## config.mk

```make
export PLATFORM = sky130hd
export DESIGN_NAME = irq_flag_ctrl
export DESIGN_NICKNAME = d
export VERILOG_FILES = /design/src/rtl/irq_pkg.sv /design/src/rtl/irq_sync.sv /design/src/rtl/irq_ext_sense.sv /design/src/rtl/irq_arbiter.sv /design/src/rtl/irq_flag_ctrl.sv
export SDC_FILE = /design/constraint.sdc
export NUM_CORES = 1
export LEC_CHECK = 0
export ABC_AREA = 0
export CORE_MARGIN = 3
export CORE_UTILIZATION = 60
export CTS_CLUSTER_SIZE = 24
export DETAILED_ROUTE_END_ITERATION = 8
export DONT_BUFFER_PORTS = 1
export HOLD_SLACK_MARGIN = 0.15
export PLACE_DENSITY_LB_ADDON = 0.25
export SLEW_MARGIN = 20
export SYNTH_ARGS = -nofsm -noshare
export SYNTH_HDL_FRONTEND = slang
export SYNTH_SLANG_ARGS = --single-unit
```

## constraint.sdc

```tcl
create_clock -name clk -period 1.1 [get_ports clk]
set_input_delay 0.11 -clock clk [delete_from_list [all_inputs] [get_ports clk]]
set_output_delay 0.11 -clock clk [all_outputs]
set_load 0.005 [all_outputs]
```

## src/rtl/irq_pkg.sv

```systemverilog
package irq_pkg;
  typedef enum logic [1:0] {
    SENSE_LOW  = 2'd0,
    SENSE_ANY  = 2'd1,
    SENSE_FALL = 2'd2,
    SENSE_RISE = 2'd3
  } sense_e;

  localparam int NSRC    = 3;
  localparam int VEC_W   = $clog2(NSRC + 1);
  localparam int BIT_EXT = 6;
  localparam int BIT_PC  = 5;
  localparam int BIT_TOV = 1;
endpackage

```

## src/rtl/irq_sync.sv

```systemverilog
module irq_sync #(
  parameter int W = 2
) (
  input  logic         clk,
  input  logic         rst,
  input  logic [W-1:0] d,
  output logic [W-1:0] s,
  output logic [W-1:0] p
);
  logic [W-1:0] meta;

  always_ff @(posedge clk) begin
    if (rst) begin
      meta <= '0;
      s    <= '0;
      p    <= '0;
    end else begin
      meta <= d;
      s    <= meta;
      p    <= s;
    end
  end
endmodule

```

## src/rtl/irq_ext_sense.sv

```systemverilog
module irq_ext_sense
  import irq_pkg::*;
(
  input  sense_e sense,
  input  logic   cur,
  input  logic   prev,
  output logic   edge_evt,
  output logic   level_req
);
  logic rise, fall;

  always_comb begin
    rise      = cur & ~prev;
    fall      = ~cur & prev;
    level_req = ~cur;
    unique case (sense)
      SENSE_RISE: edge_evt = rise;
      SENSE_FALL: edge_evt = fall;
      SENSE_ANY:  edge_evt = rise | fall;
      default:    edge_evt = 1'b0;
    endcase
  end
endmodule

```

## src/rtl/irq_arbiter.sv

```systemverilog
module irq_arbiter #(
  parameter int N = 3,
  localparam int VW = $clog2(N + 1)
) (
  input  logic          clk,
  input  logic          rst,
  input  logic [N-1:0]  pend,
  output logic          req,
  output logic [VW-1:0] vec
);
  logic [VW-1:0] pick;

  always_comb begin
    pick = '0;
    for (int i = N - 1; i >= 0; i--) begin
      if (pend[i]) pick = VW'(i + 1);
    end
  end

  always_ff @(posedge clk) begin
    if (rst) begin
      req <= 1'b0;
      vec <= '0;
    end else begin
      req <= |pend;
      vec <= pick;
    end
  end
endmodule

```

## src/rtl/irq_flag_ctrl.sv

```systemverilog
module irq_flag_ctrl
  import irq_pkg::*;
#(
  parameter int NPC    = 6,
  parameter int ADDR_W = 6,
  parameter logic [ADDR_W-1:0] A_FLAG  = 6'h3A,
  parameter logic [ADDR_W-1:0] A_PMASK = 6'h3B,
  parameter logic [ADDR_W-1:0] A_TMASK = 6'h39,
  parameter logic [ADDR_W-1:0] A_SENSE = 6'h35
) (
  input  logic              clk,
  input  logic              rst,
  input  logic [ADDR_W-1:0] io_addr,
  input  logic [7:0]        io_wdata,
  input  logic              io_we,
  output logic [7:0]        io_rdata,
  input  logic              ext_pin,
  input  logic [NPC-1:0]    pc_pins,
  input  logic              tmr_ovf_flag,
  input  logic              gie,
  input  logic              ack,
  input  logic [VEC_W-1:0]  ack_vec,
  output logic              irq_req,
  output logic [VEC_W-1:0]  irq_vec,
  output logic              tmr_ovf_ack
);
  logic [NPC:0] smp, prv;
  logic         ext_evt, ext_low, pc_evt;
  sense_e       sense_q;
  logic         ext_en_q, pc_en_q, tov_en_q;
  logic         intf_q, pcif_q;
  logic         wr_flag, wr_pmask, wr_tmask, wr_sense;
  logic         ack_ext, ack_pc, ack_tov;
  logic [NSRC-1:0] pend;
  logic [7:0]   rd_mux;

  irq_sync #(.W(NPC + 1)) u_sync (
    .clk(clk), .rst(rst), .d({pc_pins, ext_pin}), .s(smp), .p(prv)
  );

  irq_ext_sense u_sense (
    .sense(sense_q), .cur(smp[0]), .prev(prv[0]),
    .edge_evt(ext_evt), .level_req(ext_low)
  );

  assign pc_evt   = |(smp[NPC:1] ^ prv[NPC:1]);
  assign wr_flag  = io_we && (io_addr == A_FLAG);
  assign wr_pmask = io_we && (io_addr == A_PMASK);
  assign wr_tmask = io_we && (io_addr == A_TMASK);
  assign wr_sense = io_we && (io_addr == A_SENSE);
  assign ack_ext  = ack && (ack_vec == VEC_W'(1));
  assign ack_pc   = ack && (ack_vec == VEC_W'(2));
  assign ack_tov  = ack && (ack_vec == VEC_W'(3));

  always_ff @(posedge clk) begin
    if (rst) begin
      sense_q     <= SENSE_LOW;
      ext_en_q    <= 1'b0;
      pc_en_q     <= 1'b0;
      tov_en_q    <= 1'b0;
      intf_q      <= 1'b0;
      pcif_q      <= 1'b0;
      tmr_ovf_ack <= 1'b0;
      io_rdata    <= 8'h00;
    end else begin
      if (wr_sense) sense_q <= sense_e'(io_wdata[1:0]);
      if (wr_pmask) begin
        ext_en_q <= io_wdata[BIT_EXT];
        pc_en_q  <= io_wdata[BIT_PC];
      end
      if (wr_tmask) tov_en_q <= io_wdata[BIT_TOV];

      if (sense_q == SENSE_LOW) intf_q <= 1'b0;
      else if (ext_evt) intf_q <= 1'b1;
      else if ((wr_flag && io_wdata[BIT_EXT]) || ack_ext) intf_q <= 1'b0;

      if (pc_evt) pcif_q <= 1'b1;
      else if ((wr_flag && io_wdata[BIT_PC]) || ack_pc) pcif_q <= 1'b0;

      tmr_ovf_ack <= ack_tov;
      io_rdata    <= rd_mux;
    end
  end

  always_comb begin
    rd_mux = 8'h00;
    if (io_addr == A_FLAG) begin
      rd_mux[BIT_EXT] = intf_q;
      rd_mux[BIT_PC]  = pcif_q;
    end else if (io_addr == A_PMASK) begin
      rd_mux[BIT_EXT] = ext_en_q;
      rd_mux[BIT_PC]  = pc_en_q;
    end else if (io_addr == A_TMASK) begin
      rd_mux[BIT_TOV] = tov_en_q;
    end else if (io_addr == A_SENSE) begin
      rd_mux[1:0] = sense_q;
    end
  end

  always_comb begin
    pend[0] = ext_en_q && ((sense_q == SENSE_LOW) ? ext_low : intf_q);
    pend[1] = pc_en_q && pcif_q;
    pend[2] = tov_en_q && tmr_ovf_flag;
    pend    = pend & {NSRC{gie}};
  end

  irq_arbiter #(.N(NSRC)) u_arb (
    .clk(clk), .rst(rst), .pend(pend), .req(irq_req), .vec(irq_vec)
  );
endmodule

```

==> results.sh, run 1 <==
export IMPL_status="finished, violations left"
export IMPL_violations="negative hold slack"
export IMPL_place_area_um2=1360
export IMPL_clock_sinks=36
export IMPL_crit_slowest_cell="dfxtp_1"
export IMPL_p_total_mw=2.44
export IMPL_fin_skew_ps=11.1
export IMPL_ys_ff_latch=36
export IMPL_path_max_fanout=2
export IMPL_clock_path_buffers=2
export IMPL_whs_ps=-25.0
export IMPL_drc=0
export IMPL_coreArea_um2=2040
export IMPL_timing_critical_path_buf_inv=1
export IMPL_grt_pass1_vias=912
export IMPL_avgViaCountPerCell=5.30
export IMPL_layout_setup_ws_ps=6.39
export IMPL_start_kind="flip-flop"
export IMPL_setup_violations=0
export IMPL_p_comb_share_pct=7.7
export IMPL_synth_cells=131
export IMPL_synth_area_per_cell_um2=10.2
export IMPL_p_sw_share_pct=20.9
export IMPL_period_share_pct=99.4
export IMPL_grt_overflow_total=0
export IMPL_area_growth_pct=26.4
export IMPL_netlist_area_um2=1340
export IMPL_grt_max_degree=37
export IMPL_hpwl_um=1580
export IMPL_worst_setup_path_type="reg2reg"
export IMPL_fin_nets=190
export IMPL_vias=996
export IMPL_track_usage_pct=20.7
export IMPL_peakVddDrop_uv=1440
export IMPL_p_sw_mw=0.509
export IMPL_h_tree_depth=2
export IMPL_slew_violations=0
export IMPL_cts_tree="built"
export IMPL_place_port_buffers=0
export IMPL_ys_seq_area_share_pct=53.8
export IMPL_p_leak_nw=0.675
export IMPL_yosysWarnings=0
export IMPL_cts_root_buf="clkbuf_4"
export IMPL_nFillCells=124
export IMPL_hold_buffers=23
export IMPL_critPathTopFamily="flip-flops"
export IMPL_path_cells="inv_1, ha_1, mux2i_1, a21oi_1, a21oi_1"
export IMPL_grt_pass1_wl_um=4080
export IMPL_clkLatencyLatePin_ps=340
export IMPL_cpMostUsedCell="a21oi_1"
export IMPL_design_area_um2=1690
export IMPL_clock_fmax_mhz=914
export IMPL_drt_iter0_drc=10
export IMPL_yosysUniqueCellTypes=30
export IMPL_path_clk_slew_ps=110
export IMPL_cts_setup_buffers=0
export IMPL_hold_viol_final=2
export IMPL_layout_min_cycle_time_ps=1090
export IMPL_p_int_mw=1.93
export IMPL_gp_congestion=0.783
export IMPL_start_util_pct=65.6
export IMPL_hold_path_class="in2reg"
export IMPL_ant_nets=0
export IMPL_die_y_um=53.2
export IMPL_critPathRequiredTime_ps=1380
export IMPL_rows=16
export IMPL_io_pins=41
export IMPL_drive_above_1_share_pct=10.0
export IMPL_firstDrtPassIters=4
export IMPL_numCtsBuffers=5
export IMPL_end_kind="flip-flop"
export IMPL_wl_per_cell_um=14.0
export IMPL_fp_dieW_um=53.2
export IMPL_power_share_clock_pct=36.6
export IMPL_pre_cts_ws_ps=22.5
export IMPL_rsz0062_at_grt="yes"
export IMPL_maxCapViolCount=0
export IMPL_power_density_nw_per_um2=1440
export IMPL_cp_arrival_ps=1370
export IMPL_antenna_found_initial=0
export IMPL_seq_power_share_pct=55.7
export IMPL_cp_slowest_stage_delay_ps=350
export IMPL_wirelength_um=2630
export IMPL_die_area_um2=2830
## power groups by stage
| stage | sequential, mW | combinational, mW | clock (mW) |
|---|---|---|---|
| final | 1.36 | 0.188 | 0.891 |
| after global routing | 1.36 | 0.206 | 0.970 |
| after CTS | 1.36 | 0.181 | 0.910 |
| after detailed placement | 1.39 | 0.0820 | 0 |
| after global placement | 1.39 | 0.0794 | 0 |
| after floorplan | 1.38 | 0.0996 | 0 |
## path summary, 6_finish.rpt
check                 startpoint          end  slack [ps]  cells after the start
hold reg to reg   u_sync.meta[5]  u_sync.s[5]         440                      1
setup / recovery     u_sync.p[0]       intf_q           6                      5
hold / removal        io_addr[1]  io_rdata[6]         -20                      2
setup reg to reg     u_sync.p[0]       intf_q           6                      5
## cells in the mapped netlist (all sizes together)
master  instances  area (µm²)
buf             7        41.3
nand4           3        18.8
inv             5        18.8
nand2           5        18.8
a22oi           1        7.51
o221ai          1        8.76
a211o           1        8.76
and4b           2        23.8
o31ai           1        7.51
xnor2           4        35.0
conb            1        3.75
nor2b          22         138
nor2            7        26.3
nor3            3        15.0
nand4b          3        26.3
dfxtp          36         721
nand3           4        25.0
a31oi           2        12.5
clkbuf          1        5.00
nor3b           2        20.0
mux2i           7        70.1
ha              2        25.0
o21ai           4        20.0
xor2            2        17.5
a21oi           5        25.0
## cell type report
type / instances / area (µm²) / area share, %
inverter: 5 / 18.8 / 1.11
clock buffer: 6 / 41.3 / 2.44
clock inverter: 2 / 35.0 / 2.07
tap: 27 / 33.8 / 2.00
multi-input combinational: 85 / 574 / 33.9
sequential: 36 / 721 / 42.6
antenna: 1 / 2.50 / 0.148
timing repair buffer: 26 / 265 / 15.7
## cells in the final DEF (no fill, tap or decap), types with 4 or more instances in the layout
master	synthesis	layout
clkbuf_4	0	5
mux2i_1	7	7
xnor2_1	4	4
dlygate4sd3_1	0	21
nor2_1	7	7
inv_1	5	5
dfxtp_1	36	36
a21oi_1	5	5
nand2_1	5	5
conb_1	1	4
nor2b_1	22	22
## per-layer routing
layer	routed length, µm	global-route usage (%)
met1	1170	25.1
met2	1250	31.0
met3	151	6.20
met4	63	14.0
met5	0	0
## what timing repair did
item                                    4_1_cts  5_1_grt
endpoints found under the hold margin        36        7
gates resized for setup                       1        2
pin swaps                                     0        1
endpoints found under the setup margin        1        5
## registers in the layout (all words and copies together) (netlist names), 2 cells and up
| register | flops |
|---|---|
| u_arb.vec | 2 |
| u_sync.meta | 7 |
| u_sync.p | 7 |
| io_rdata | 4 |
| sense_q | 2 |
| u_sync.s | 7 |
## per-stage QoR
step           std cells  util [%]  hold slack (ps)  TNS [ps]
3_5_place_dp         156      66.6              185         0
4_1_cts              187      82.4            -36.8         0
2_1_floorplan        134         -              216         0
6_report             188      82.8            -25.0         0
5_1_grt              187      82.7            -4.04     -99.1
3_3_place_gp         156      66.6              183         0
## logic make-up (layout without fill, tap and decap cells)
group | after synthesis | in the layout | synth area share, %
flops | 36 | 36 | 53.8
buf+inv | 13 | 39 | 4.86
xor+xnor | 6 | 6 | 3.93
mux | 7 | 7 | 5.23
compound gates | 15 | 15 | 6.73
fa+ha+maj | 2 | 2 | 1.87
other cells | 1 | 5 | 0.280
simple gates | 51 | 51 | 23.3
(Power assumes the default switching activity.)
==> run 2: changes to the inputs <==
--- a/config.mk
+++ b/config.mk
@@ -6,8 +6,10 @@
 export NUM_CORES = 1
 export LEC_CHECK = 0
 export ABC_AREA = 0
+export CELL_PAD_IN_SITES_DETAIL_PLACEMENT = 1
+export CELL_PAD_IN_SITES_GLOBAL_PLACEMENT = 2
 export CORE_MARGIN = 3
-export CORE_UTILIZATION = 60
+export CORE_UTILIZATION = 36
 export CTS_CLUSTER_SIZE = 24
 export DETAILED_ROUTE_END_ITERATION = 8
 export DONT_BUFFER_PORTS = 1
==> constraint.sdc (replaced) <==
create_clock -name clk -period 1.2 [get_ports clk]
set_input_delay 0.12 -clock clk [delete_from_list [all_inputs] [get_ports clk]]
set_output_delay 0.12 -clock clk [all_outputs]
set_load 0.005 [all_outputs]
==> results.sh, run 2 (synthesized netlist as in run 1, its figures left out) <==
export IMPL_ant_nets=0
export IMPL_setup_violations=0
export IMPL_cpMostUsedCell="nor2_1"
export IMPL_p_total_mw=2.20
export IMPL_grt_pass1_wl_um=4260
export IMPL_hold_path_class="in2reg"
export IMPL_area_growth_pct=29.1
export IMPL_grt_max_degree=37
export IMPL_rsz0062_at_grt="no"
export IMPL_power_density_nw_per_um2=1270
export IMPL_fp_dieW_um=67.0
export IMPL_numCtsBuffers=5
export IMPL_hpwl_um=1910
export IMPL_layout_min_cycle_time_ps=1130
export IMPL_layout_commonest_cell="dfxtp_1"
export IMPL_gp_congestion=0.725
export IMPL_design_area_um2=1730
export IMPL_place_area_um2=1380
export IMPL_place_port_buffers=0
export IMPL_track_usage_pct=13.5
export IMPL_status="complete, no violations"
export IMPL_clock_sinks=36
export IMPL_drt_iter0_drc=35
export IMPL_peakVddDrop_uv=828
export IMPL_cp_slowest_stage_delay_ps=650
export IMPL_min_from="io_addr[3]"
export IMPL_path_max_fanout=4
export IMPL_cts_setup_buffers=0
export IMPL_firstDrtPassIters=4
export IMPL_whs_ps=189
export IMPL_wl_per_cell_um=13.6
export IMPL_h_tree_depth=2
export IMPL_fin_nets=192
export IMPL_die_y_um=67.0
export IMPL_critPathRequiredTime_ps=1370
export IMPL_layout_common_cells="dfxtp_1, dlygate4sd3_1, nor2b_1"
export IMPL_end_kind="flip-flop"
export IMPL_nFillCells=409
export IMPL_maxCapViolCount=0
export IMPL_start_util_pct=38.6
export IMPL_critPathTopFamily="buffers and inverters"
export IMPL_slew_violations=0
export IMPL_startpoint="io_addr[0]"
export IMPL_timing_critical_path_buf_inv=1
export IMPL_io_pins=41
export IMPL_start_kind="primary input"
export IMPL_period_share_pct=94.1
export IMPL_drive_above_1_share_pct=9.32
export IMPL_vias=991
export IMPL_wirelength_um=2820
export IMPL_setup_tns_ps=0
export IMPL_coreArea_um2=3470
export IMPL_avgViaCountPerCell=4.79
export IMPL_grt_pass1_vias=980
export IMPL_cts_tree="built"
export IMPL_cp_arrival_ps=1300
export IMPL_rows=21
export IMPL_die_area_um2=4490
export IMPL_clkLatencyLatePin_ps=280
export IMPL_crit_slowest_cell="dlygate4sd3_1"
export IMPL_path_cells="dlygate4sd3_1, nand3_1, nor2_1, mux2i_1, nor2_1"
export IMPL_path_clk_slew_ps=70
export IMPL_antenna_found_initial=0
export IMPL_cts_root_buf="clkbuf_8"
export IMPL_clock_fmax_mhz=885
export IMPL_worst_setup_path_type="in2reg"
export IMPL_antenna_cells=0
export IMPL_p_leak_nw=0.672
export IMPL_rr_startpoint="u_sync.p[0]"
export IMPL_drc=0
export IMPL_hold_viol_final=0
export IMPL_top_regs="u_sync.meta x7, u_sync.p x7, u_sync.s x7"
export IMPL_grt_overflow_total=0
export IMPL_clock_path_buffers=2
export IMPL_fin_skew_ps=3.45
-- run 2: timing repair --
action	in CTS	in global routing
hold buffers	25	0
setup endpoints to repair	0	3
endpoints found under the hold margin	36	0
gates resized for setup	0	2
-- run 2: worst paths after layout --
| check | end | slack, ps | cells after the start |
|---|---|---|---|
| worst min-delay path | io_rdata[6] | 190 | 3 |
| worst max register to register | intf_q | 100 | 5 |
| worst max-delay path | ext_en_q | 70 | 5 |
| worst min register to register | u_sync.s[2] | 440 | 1 |
-- run 2: worst register-to-register path, stage by stage, from the launching register on --
cell and delay [ps]:
dfxtp_2 330, inv_1 40, ha_1 280, mux2i_1 150
a21oi_1 100, a21oi_1 140
-- run 2: layout make-up --
| class | count | area, µm² | area share [%] |
|---|---|---|---|
| Timing Repair Buffer | 28 | 283 | 16.4 |
| Tap cell | 46 | 57.6 | 3.33 |
| Multi-Input combinational cell | 85 | 569 | 32.9 |
| Clock inverter | 1 | 5.00 | 0.290 |
| Clock buffer | 6 | 72.6 | 4.20 |
| Inverter | 5 | 18.8 | 1.09 |
| Sequential cell | 36 | 722 | 41.8 |
-- run 2: where the power goes --
| group | internal (mW) | switching (mW) |
|---|---|---|
| Sequential | 1.23 | 0.0150 |
| Clock | 0.394 | 0.385 |
| Combinational | 0.104 | 0.0721 |
| Total | 1.73 | 0.472 |
-- run 2: stage by stage --
stage,instances,utilization (%),worst slack [ps]
final,207,49.8,70.4
after global routing,207,49.8,16.3
after CTS,207,49.6,7.34
after detailed placement,175,39.9,35.0
after global placement,175,39.9,93.9
after floorplan,134,-,210
-- run 2: per-layer routing --
| metal | share of wire, % | global-route usage, % |
|---|---|---|
| met4 | 1.5 | 7.09 |
| met5 | 0 | 0 |
| met3 | 5.3 | 4.05 |
| met2 | 54 | 25.5 |
| met1 | 39 | 12.9 |
